--- config.mk ---
export PLATFORM = sky130hd
export DESIGN_NAME = segpage_xlate
export DESIGN_NICKNAME = d
export VERILOG_FILES = /design/src/rtl/segxl_pkg.sv /design/src/rtl/segxl_segtab.sv /design/src/rtl/segxl_frametab.sv /design/src/rtl/segpage_xlate.sv
export SDC_FILE = /design/constraint.sdc
export NUM_CORES = 1
export LEC_CHECK = 0
export ABC_AREA = 1
export ABC_CLOCK_PERIOD_IN_PS = 3900
export BUFFER_PORTS_ARGS = -buffer_cell sky130_fd_sc_hd__buf_4
export CAP_MARGIN = 30
export CORE_ASPECT_RATIO = 0.8
export CORE_MARGIN = 5
export CORE_UTILIZATION = 43
export DETAILED_ROUTE_END_ITERATION = 10
export PLACE_DENSITY = 0.57
export SYNTH_ARGS = -nofsm -noshare
export SYNTH_HDL_FRONTEND = slang
export SYNTH_SLANG_ARGS = --single-unit
--- constraint.sdc ---
create_clock -name clk -period 3.9 [get_ports clk]
set_input_delay 0.39 -clock clk [delete_from_list [all_inputs] [get_ports clk]]
set_output_delay 0.39 -clock clk [all_outputs]
set_load 0.01 [all_outputs]
--- src/rtl/segxl_pkg.sv ---
package segxl_pkg;
    typedef enum logic [1:0] {
        ST_IDLE        = 2'd0,
        ST_SEG_LOOKUP  = 2'd1,
        ST_PAGE_LOOKUP = 2'd2,
        ST_DONE        = 2'd3
    } xl_state_t;
endpackage

--- src/rtl/segxl_segtab.sv ---
module segxl_segtab #(
    parameter int SEG_W    = 2,
    parameter int IDX_W    = 5,
    parameter int CNT_W    = 4
) (
    input  logic             clk,
    input  logic             rst_n,
    input  logic             wr_en,
    input  logic [SEG_W-1:0] wr_id,
    input  logic [IDX_W-1:0] wr_base,
    input  logic [CNT_W-1:0] wr_pages,
    input  logic             wr_valid,
    input  logic [SEG_W-1:0] rd_id,
    output logic [IDX_W-1:0] rd_base,
    output logic [CNT_W-1:0] rd_pages,
    output logic             rd_valid
);
    localparam int NSEG = 1 << SEG_W;

    logic [IDX_W-1:0] base_q  [NSEG];
    logic [CNT_W-1:0] pages_q [NSEG];
    logic [NSEG-1:0]  valid_q;

    for (genvar g = 0; g < NSEG; g++) begin : g_desc
        always_ff @(posedge clk) begin
            if (!rst_n) begin
                base_q[g]  <= '0;
                pages_q[g] <= '0;
                valid_q[g] <= 1'b0;
            end else if (wr_en && wr_id == SEG_W'(g)) begin
                base_q[g]  <= wr_base;
                pages_q[g] <= wr_pages;
                valid_q[g] <= wr_valid;
            end
        end
    end

    always_comb begin
        rd_base  = base_q[rd_id];
        rd_pages = pages_q[rd_id];
        rd_valid = valid_q[rd_id];
    end
endmodule

--- src/rtl/segxl_frametab.sv ---
module segxl_frametab #(
    parameter int DEPTH   = 32,
    parameter int FRAME_W = 4,
    localparam int IDX_W  = $clog2(DEPTH)
) (
    input  logic               clk,
    input  logic               rst_n,
    input  logic               wr_en,
    input  logic [IDX_W-1:0]   wr_idx,
    input  logic [FRAME_W-1:0] wr_frame,
    input  logic               wr_valid,
    input  logic [IDX_W-1:0]   rd_idx,
    output logic [FRAME_W-1:0] rd_frame,
    output logic               rd_valid
);
    logic [FRAME_W-1:0] frame_q [DEPTH];
    logic [DEPTH-1:0]   valid_q;

    for (genvar g = 0; g < DEPTH; g++) begin : g_ent
        always_ff @(posedge clk) begin
            if (!rst_n) begin
                frame_q[g] <= '0;
                valid_q[g] <= 1'b0;
            end else if (wr_en && wr_idx == IDX_W'(g)) begin
                frame_q[g] <= wr_frame;
                valid_q[g] <= wr_valid;
            end
        end
    end

    always_comb begin
        rd_frame = frame_q[rd_idx];
        rd_valid = valid_q[rd_idx];
    end
endmodule

--- src/rtl/segpage_xlate.sv ---
module segpage_xlate #(
    parameter int SEG_W    = 2,
    parameter int PAGE_W   = 3,
    parameter int OFS_W    = 4,
    parameter int FRAME_W  = 4,
    parameter int PT_DEPTH = 32,
    localparam int PT_IDX_W = $clog2(PT_DEPTH),
    localparam int CNT_W    = PAGE_W + 1,
    localparam int LA_W     = SEG_W + PAGE_W + OFS_W,
    localparam int PA_W     = FRAME_W + OFS_W
) (
    input  logic                clk,
    input  logic                rst_n,
    input  logic                seg_wr_en,
    input  logic [SEG_W-1:0]    seg_wr_id,
    input  logic [PT_IDX_W-1:0] seg_wr_base,
    input  logic [CNT_W-1:0]    seg_wr_pages,
    input  logic                seg_wr_valid,
    input  logic                pt_wr_en,
    input  logic [PT_IDX_W-1:0] pt_wr_idx,
    input  logic [FRAME_W-1:0]  pt_wr_frame,
    input  logic                pt_wr_valid,
    input  logic                req_valid,
    input  logic [LA_W-1:0]     req_laddr,
    output logic                req_ready,
    output logic                rsp_done,
    output logic                rsp_fault,
    output logic [PA_W-1:0]     rsp_paddr
);
    import segxl_pkg::*;

    xl_state_t state_q, state_d;

    logic [LA_W-1:0]     laddr_q;
    logic [PT_IDX_W-1:0] pt_idx_q;
    logic [PA_W-1:0]     paddr_q;
    logic                fault_q;

    logic [SEG_W-1:0]    cur_seg;
    logic [PAGE_W-1:0]   cur_page;
    logic [OFS_W-1:0]    cur_ofs;

    logic [PT_IDX_W-1:0] sd_base;
    logic [CNT_W-1:0]    sd_pages;
    logic                sd_valid;
    logic [FRAME_W-1:0]  fe_frame;
    logic                fe_valid;

    logic                seg_ok;
    logic [PT_IDX_W-1:0] pt_idx_d;

    assign cur_seg  = laddr_q[LA_W-1 -: SEG_W];
    assign cur_page = laddr_q[OFS_W +: PAGE_W];
    assign cur_ofs  = laddr_q[OFS_W-1:0];

    segxl_segtab #(
        .SEG_W (SEG_W),
        .IDX_W (PT_IDX_W),
        .CNT_W (CNT_W)
    ) u_segtab (
        .clk      (clk),
        .rst_n    (rst_n),
        .wr_en    (seg_wr_en),
        .wr_id    (seg_wr_id),
        .wr_base  (seg_wr_base),
        .wr_pages (seg_wr_pages),
        .wr_valid (seg_wr_valid),
        .rd_id    (cur_seg),
        .rd_base  (sd_base),
        .rd_pages (sd_pages),
        .rd_valid (sd_valid)
    );

    segxl_frametab #(
        .DEPTH   (PT_DEPTH),
        .FRAME_W (FRAME_W)
    ) u_frametab (
        .clk      (clk),
        .rst_n    (rst_n),
        .wr_en    (pt_wr_en),
        .wr_idx   (pt_wr_idx),
        .wr_frame (pt_wr_frame),
        .wr_valid (pt_wr_valid),
        .rd_idx   (pt_idx_q),
        .rd_frame (fe_frame),
        .rd_valid (fe_valid)
    );

    // Segment checks between the two lookups.
    assign seg_ok   = sd_valid && ({1'b0, cur_page} < sd_pages);
    assign pt_idx_d = sd_base + {{(PT_IDX_W-PAGE_W){1'b0}}, cur_page};

    // State register and datapath registers
    always_ff @(posedge clk) begin
        if (!rst_n) begin
            state_q  <= ST_IDLE;
            laddr_q  <= '0;
            pt_idx_q <= '0;
            paddr_q  <= '0;
            fault_q  <= 1'b0;
        end else begin
            state_q <= state_d;
            unique case (state_q)
                ST_IDLE: begin
                    if (req_valid) begin
                        laddr_q <= req_laddr;
                        fault_q <= 1'b0;
                        paddr_q <= '0;
                    end
                end
                ST_SEG_LOOKUP: begin
                    pt_idx_q <= pt_idx_d;
                    if (!seg_ok) begin
                        fault_q <= 1'b1;
                        paddr_q <= '0;
                    end
                end
                ST_PAGE_LOOKUP: begin
                    if (fe_valid) begin
                        fault_q <= 1'b0;
                        paddr_q <= {fe_frame, cur_ofs};
                    end else begin
                        fault_q <= 1'b1;
                        paddr_q <= '0;
                    end
                end
                ST_DONE: ;
            endcase
        end
    end

    // Next-state logic
    always_comb begin
        state_d = state_q;
        unique case (state_q)
            ST_IDLE:        if (req_valid) state_d = ST_SEG_LOOKUP;
            ST_SEG_LOOKUP:  state_d = seg_ok ? ST_PAGE_LOOKUP : ST_DONE;
            ST_PAGE_LOOKUP: state_d = ST_DONE;
            ST_DONE:        state_d = ST_IDLE;
        endcase
    end

    // Outputs
    always_comb begin
        req_ready = (state_q == ST_IDLE);
        rsp_done  = (state_q == ST_DONE);
        rsp_fault = fault_q;
        rsp_paddr = paddr_q;
    end

    // Assertions
    a_r9_done_pulse: assert property (@(posedge clk) disable iff (!rst_n)
        rsp_done |=> !rsp_done);
    a_r9_ready_after_done: assert property (@(posedge clk) disable iff (!rst_n)
        rsp_done |=> req_ready);
    a_r8_busy_after_accept: assert property (@(posedge clk) disable iff (!rst_n)
        (req_ready && req_valid) |=> !req_ready);
    a_r4_bad_seg_fault: assert property (@(posedge clk) disable iff (!rst_n)
        (state_q == ST_SEG_LOOKUP && !sd_valid) |=> (rsp_done && rsp_fault));
    a_r6_bad_frame_fault: assert property (@(posedge clk) disable iff (!rst_n)
        (state_q == ST_PAGE_LOOKUP && !fe_valid) |=> (rsp_done && rsp_fault));
    a_r10_fault_zero_addr: assert property (@(posedge clk) disable iff (!rst_n)
        (rsp_done && rsp_fault) |-> (rsp_paddr == '0));
    a_r7_good_offset: assert property (@(posedge clk) disable iff (!rst_n)
        (rsp_done && !rsp_fault) |-> (rsp_paddr[OFS_W-1:0] == laddr_q[OFS_W-1:0]));
endmodule

==> run_results.csv <==
group,metric,value,unit
status,status,"finished clean",
global_route,track_usage,20.05,%
worst_setup_path,rrSetupSlack,1440,ps
global_route,grt_max_degree,68,
floorplan,start_util,43.37,%
cts,post_cts_resized,0,
worst_setup_path,critPathMaxFanout,19,
yosys,syn_nets,1323,
timing,max_freq,406.4,MHz
cts,cts_tree,"done",
yosys,netlist_instances,1277,
worst_setup_path,r2r_cells,10,
cells_and_area,design_area,12210,µm²
placement,dpl-instance-area,11380,µm²
timing,setup_violations,0,
cells_and_area,area.growth.synth_to_final,12.09,%
cts,cts_hold_buffers,0,
cts,clkTransAtPathRegs,60,ps
route,viasPerCell,5.231,
worst_setup_path,critPathSlowestCell,"dfxtp_1",
yosys,synthesis.area,10890,µm²
cts,postCtsSetupBuffers,0,
timing,slew_violations,0,
cts,htree_levels,1,
route,drcViolationCount,0,
cts,cts-root-buf,"clkbuf_16",
cells_and_area,layout_commonest_cell,"nor2_1",
cells_and_area,final_cell_mix,"nor2_1 (340), nand2_1 (227), edfxtp_1 (164), inv_1 (109), nand3_1 (109)",
route,vias,8569,
floorplan,pin_count,47,
power_and_ir_drop,leakage,0.004850,µW
flow_run,maxCapViolCount,0,
yosys,synth.avg_cell_area,8.529,µm²
global_route,gr-total-overflow,0,
worst_setup_path,required,4300,ps
timing,min_period,2461,ps
global_route,antenna_found_initial,0,
cts,clock_path_buffers,3,
placement,numPortBuffers,46,
yosys,synth-edff-count,164,
floorplan,core,25110,µm²
floorplan,die_y,152.4,µm
placement,gp_congestion,0.8595,
timing,finalCritPeriodShare,63.09,%
placement,dp_slack,1433,ps
cts,cts_made_buffers,25,
worst_setup_path,cp_cell_sequence,"inv_6, o21ai_0, o22ai_1, ha_1, fa_1, a21oi_1, nor2_1, xor2_1, o21ai_0, inv_1",
yosys,synth_cell_types,36,
route,detail-route-antenna-nets,0,
cells_and_area,final_nets,1342,
yosys,ys.flop_type,"edfxtp_1",
yosys,yosysSeqAreaShare,57.71,%
timing,worst_slack,1439,ps
power_and_ir_drop,vdd_drop_max,278.8,µV
global_route,grt_pass1_wl,45.79,mm
route,drtPass1Iterations,5,
worst_setup_path,critPathArrivalTime,2860,ps
timing,rsz0062_at_grt,"no",
yosys,synth_seq_cells,232,
timing,relSlewSlack,33.39,%
yosys,async_flop_share,0,%
timing,tns,0,ps
floorplan,die_w,187.9,µm
timing,hold_ws,131.9,ps
cells_and_area,drive_gt1_share,8.600,%
cells_and_area,n_antenna_cell,0,
yosys,synth_warnings,0,
worst_setup_path,critPathMaxStageDelay,730,ps
worst_setup_path,cp_common_cell,"o21ai_0",
power_and_ir_drop,power_density,613.8,nW/µm²
cts,cts_sinks,232,
timing,hold_viol,0,
route,wl_per_cell,17.57,µm
min_path,hp-class,"in2reg",
worst_setup_path,start_kind,"flip-flop",
timing,worst_pin_slew,997.7,ps
worst_setup_path,crit_type,"reg2reg",
timing,skew,10.84,ps
worst_setup_path,endpoint_kind,"flip-flop",
route,drtIter0Drc,877,
floorplan,num_rows,52,
floorplan,die_area,28630,µm²
global_route,grt_pass1_vias,8227,
placement,dp_hpwl,19.50,mm
cells_and_area,fill_cells,2394,
cts,clock_latency,520,ps
route,routed_wirelength,28.77,mm
worst max-delay path, delay by kind of cell, from the launching register on:
kind	cells	cell delay (ps)
fa+ha+maj	2	630
xor+xnor	1	140
compound gates	4	570
flops	1	730
simple gates	1	60
buf+inv	2	210
registers in the layout, summed over array words and instances (netlist names), named ones only:
signal	flops
u_frametab.frame_q	128
u_frametab.valid_q	32
u_segtab.base_q	20
u_segtab.pages_q	16
laddr_q	9
rsp_paddr	8
pt_idx_q	5
u_segtab.valid_q	4
state_q	2
rsp_fault	1
worst min-delay path by stage:
stage | slack [ps] | end | depth (start not counted) | from
3_5_place_dp | 470 | u_segtab.valid_q[3]$_SDFFE_PN0P_ | 2 | u_segtab.valid_q[3]$_SDFFE_PN0P_
3_3_place_gp | 460 | u_segtab.valid_q[3]$_SDFFE_PN0P_ | 2 | u_segtab.valid_q[3]$_SDFFE_PN0P_
4_1_cts | 120 | laddr_q[5]$_SDFFE_PN0P_ | 3 | req_laddr[5]
5_1_grt | 150 | laddr_q[1]$_SDFFE_PN0P_ | 3 | req_laddr[1]
2_1_floorplan | 440 | u_segtab.valid_q[3]$_SDFFE_PN0P_ | 2 | u_segtab.valid_q[3]$_SDFFE_PN0P_
6_report | 130 | laddr_q[5]$_SDFFE_PN0P_ | 3 | req_laddr[5]
cell families (layout without fill, tap and decap cells):
kind of cell / Yosys count / count (layout) / synth area share, %
simple gates: 688 / 688 / 25.50
fa+ha+maj: 10 / 10 / 1.218
buf+inv: 186 / 223 / 7.639
compound gates: 158 / 158 / 7.685
flops: 232 / 232 / 57.71
xor+xnor: 3 / 3 / 0.2413
routing by layer:
layer / routed length, µm / track usage (%)
met1: 13520 / 30.20
met4: 886 / 5.975
met2: 12520 / 30.06
met5: 0 / 0
met3: 1851 / 3.046
cell usage after synthesis (2+ instances only):
cell / number / share of area, %
nand3_2: 4 / 0.37
nor3_1: 4 / 0.18
inv_2: 7 / 0.24
inv_1: 110 / 3.8
edfxtp_1: 164 / 45
a21oi_1: 28 / 1.3
a32o_1: 2 / 0.18
xor2_1: 2 / 0.16
buf_6: 9 / 0.93
o22ai_1: 6 / 0.34
o31ai_1: 2 / 0.14
nor2_1: 340 / 12
o21ai_1: 16 / 0.74
clkbuf_1: 32 / 1.1
dfxtp_1: 68 / 12
nand3_1: 109 / 5.0
or2_2: 2 / 0.11
o21ai_0: 95 / 4.4
nand2_1: 227 / 7.8
clkinv_1: 2 / 0.069
buf_2: 12 / 0.55
ha_1: 9 / 1.0
buf_1: 3 / 0.10
buf_4: 7 / 0.48
o211ai_1: 6 / 0.41
power by group:
| group | switching [µW] | internal, µW |
|---|---|---|
| Combinational | 1380 | 635 |
| Clock | 941 | 1450 |
| Sequential | 215 | 2870 |
| Total | 2540 | 4960 |
through the flow:
step / std cells / utilization [%] / power [µW]
after floorplan: 1277 / - / 4532
after global placement: 1592 / 45.21 / 5129
after detailed placement: 1593 / 45.32 / 5156
after CTS: 1638 / 48.61 / 7554
after global routing: 1638 / 48.61 / 7945
final: 1638 / 48.61 / 7493
area by class of cell:
type	count	area, µm²	share of cell area (%)
repair buffers	57	447.9	3.669
inverters	121	466.7	3.823
multi-input cells	859	3774	30.91
clock inverters	9	120.1	0.9839
clock buffers	36	706.9	5.791
flip-flops and latches	232	6287	51.50
well taps	324	405.4	3.321
Note: power is estimated with default switching activity, not from simulation.
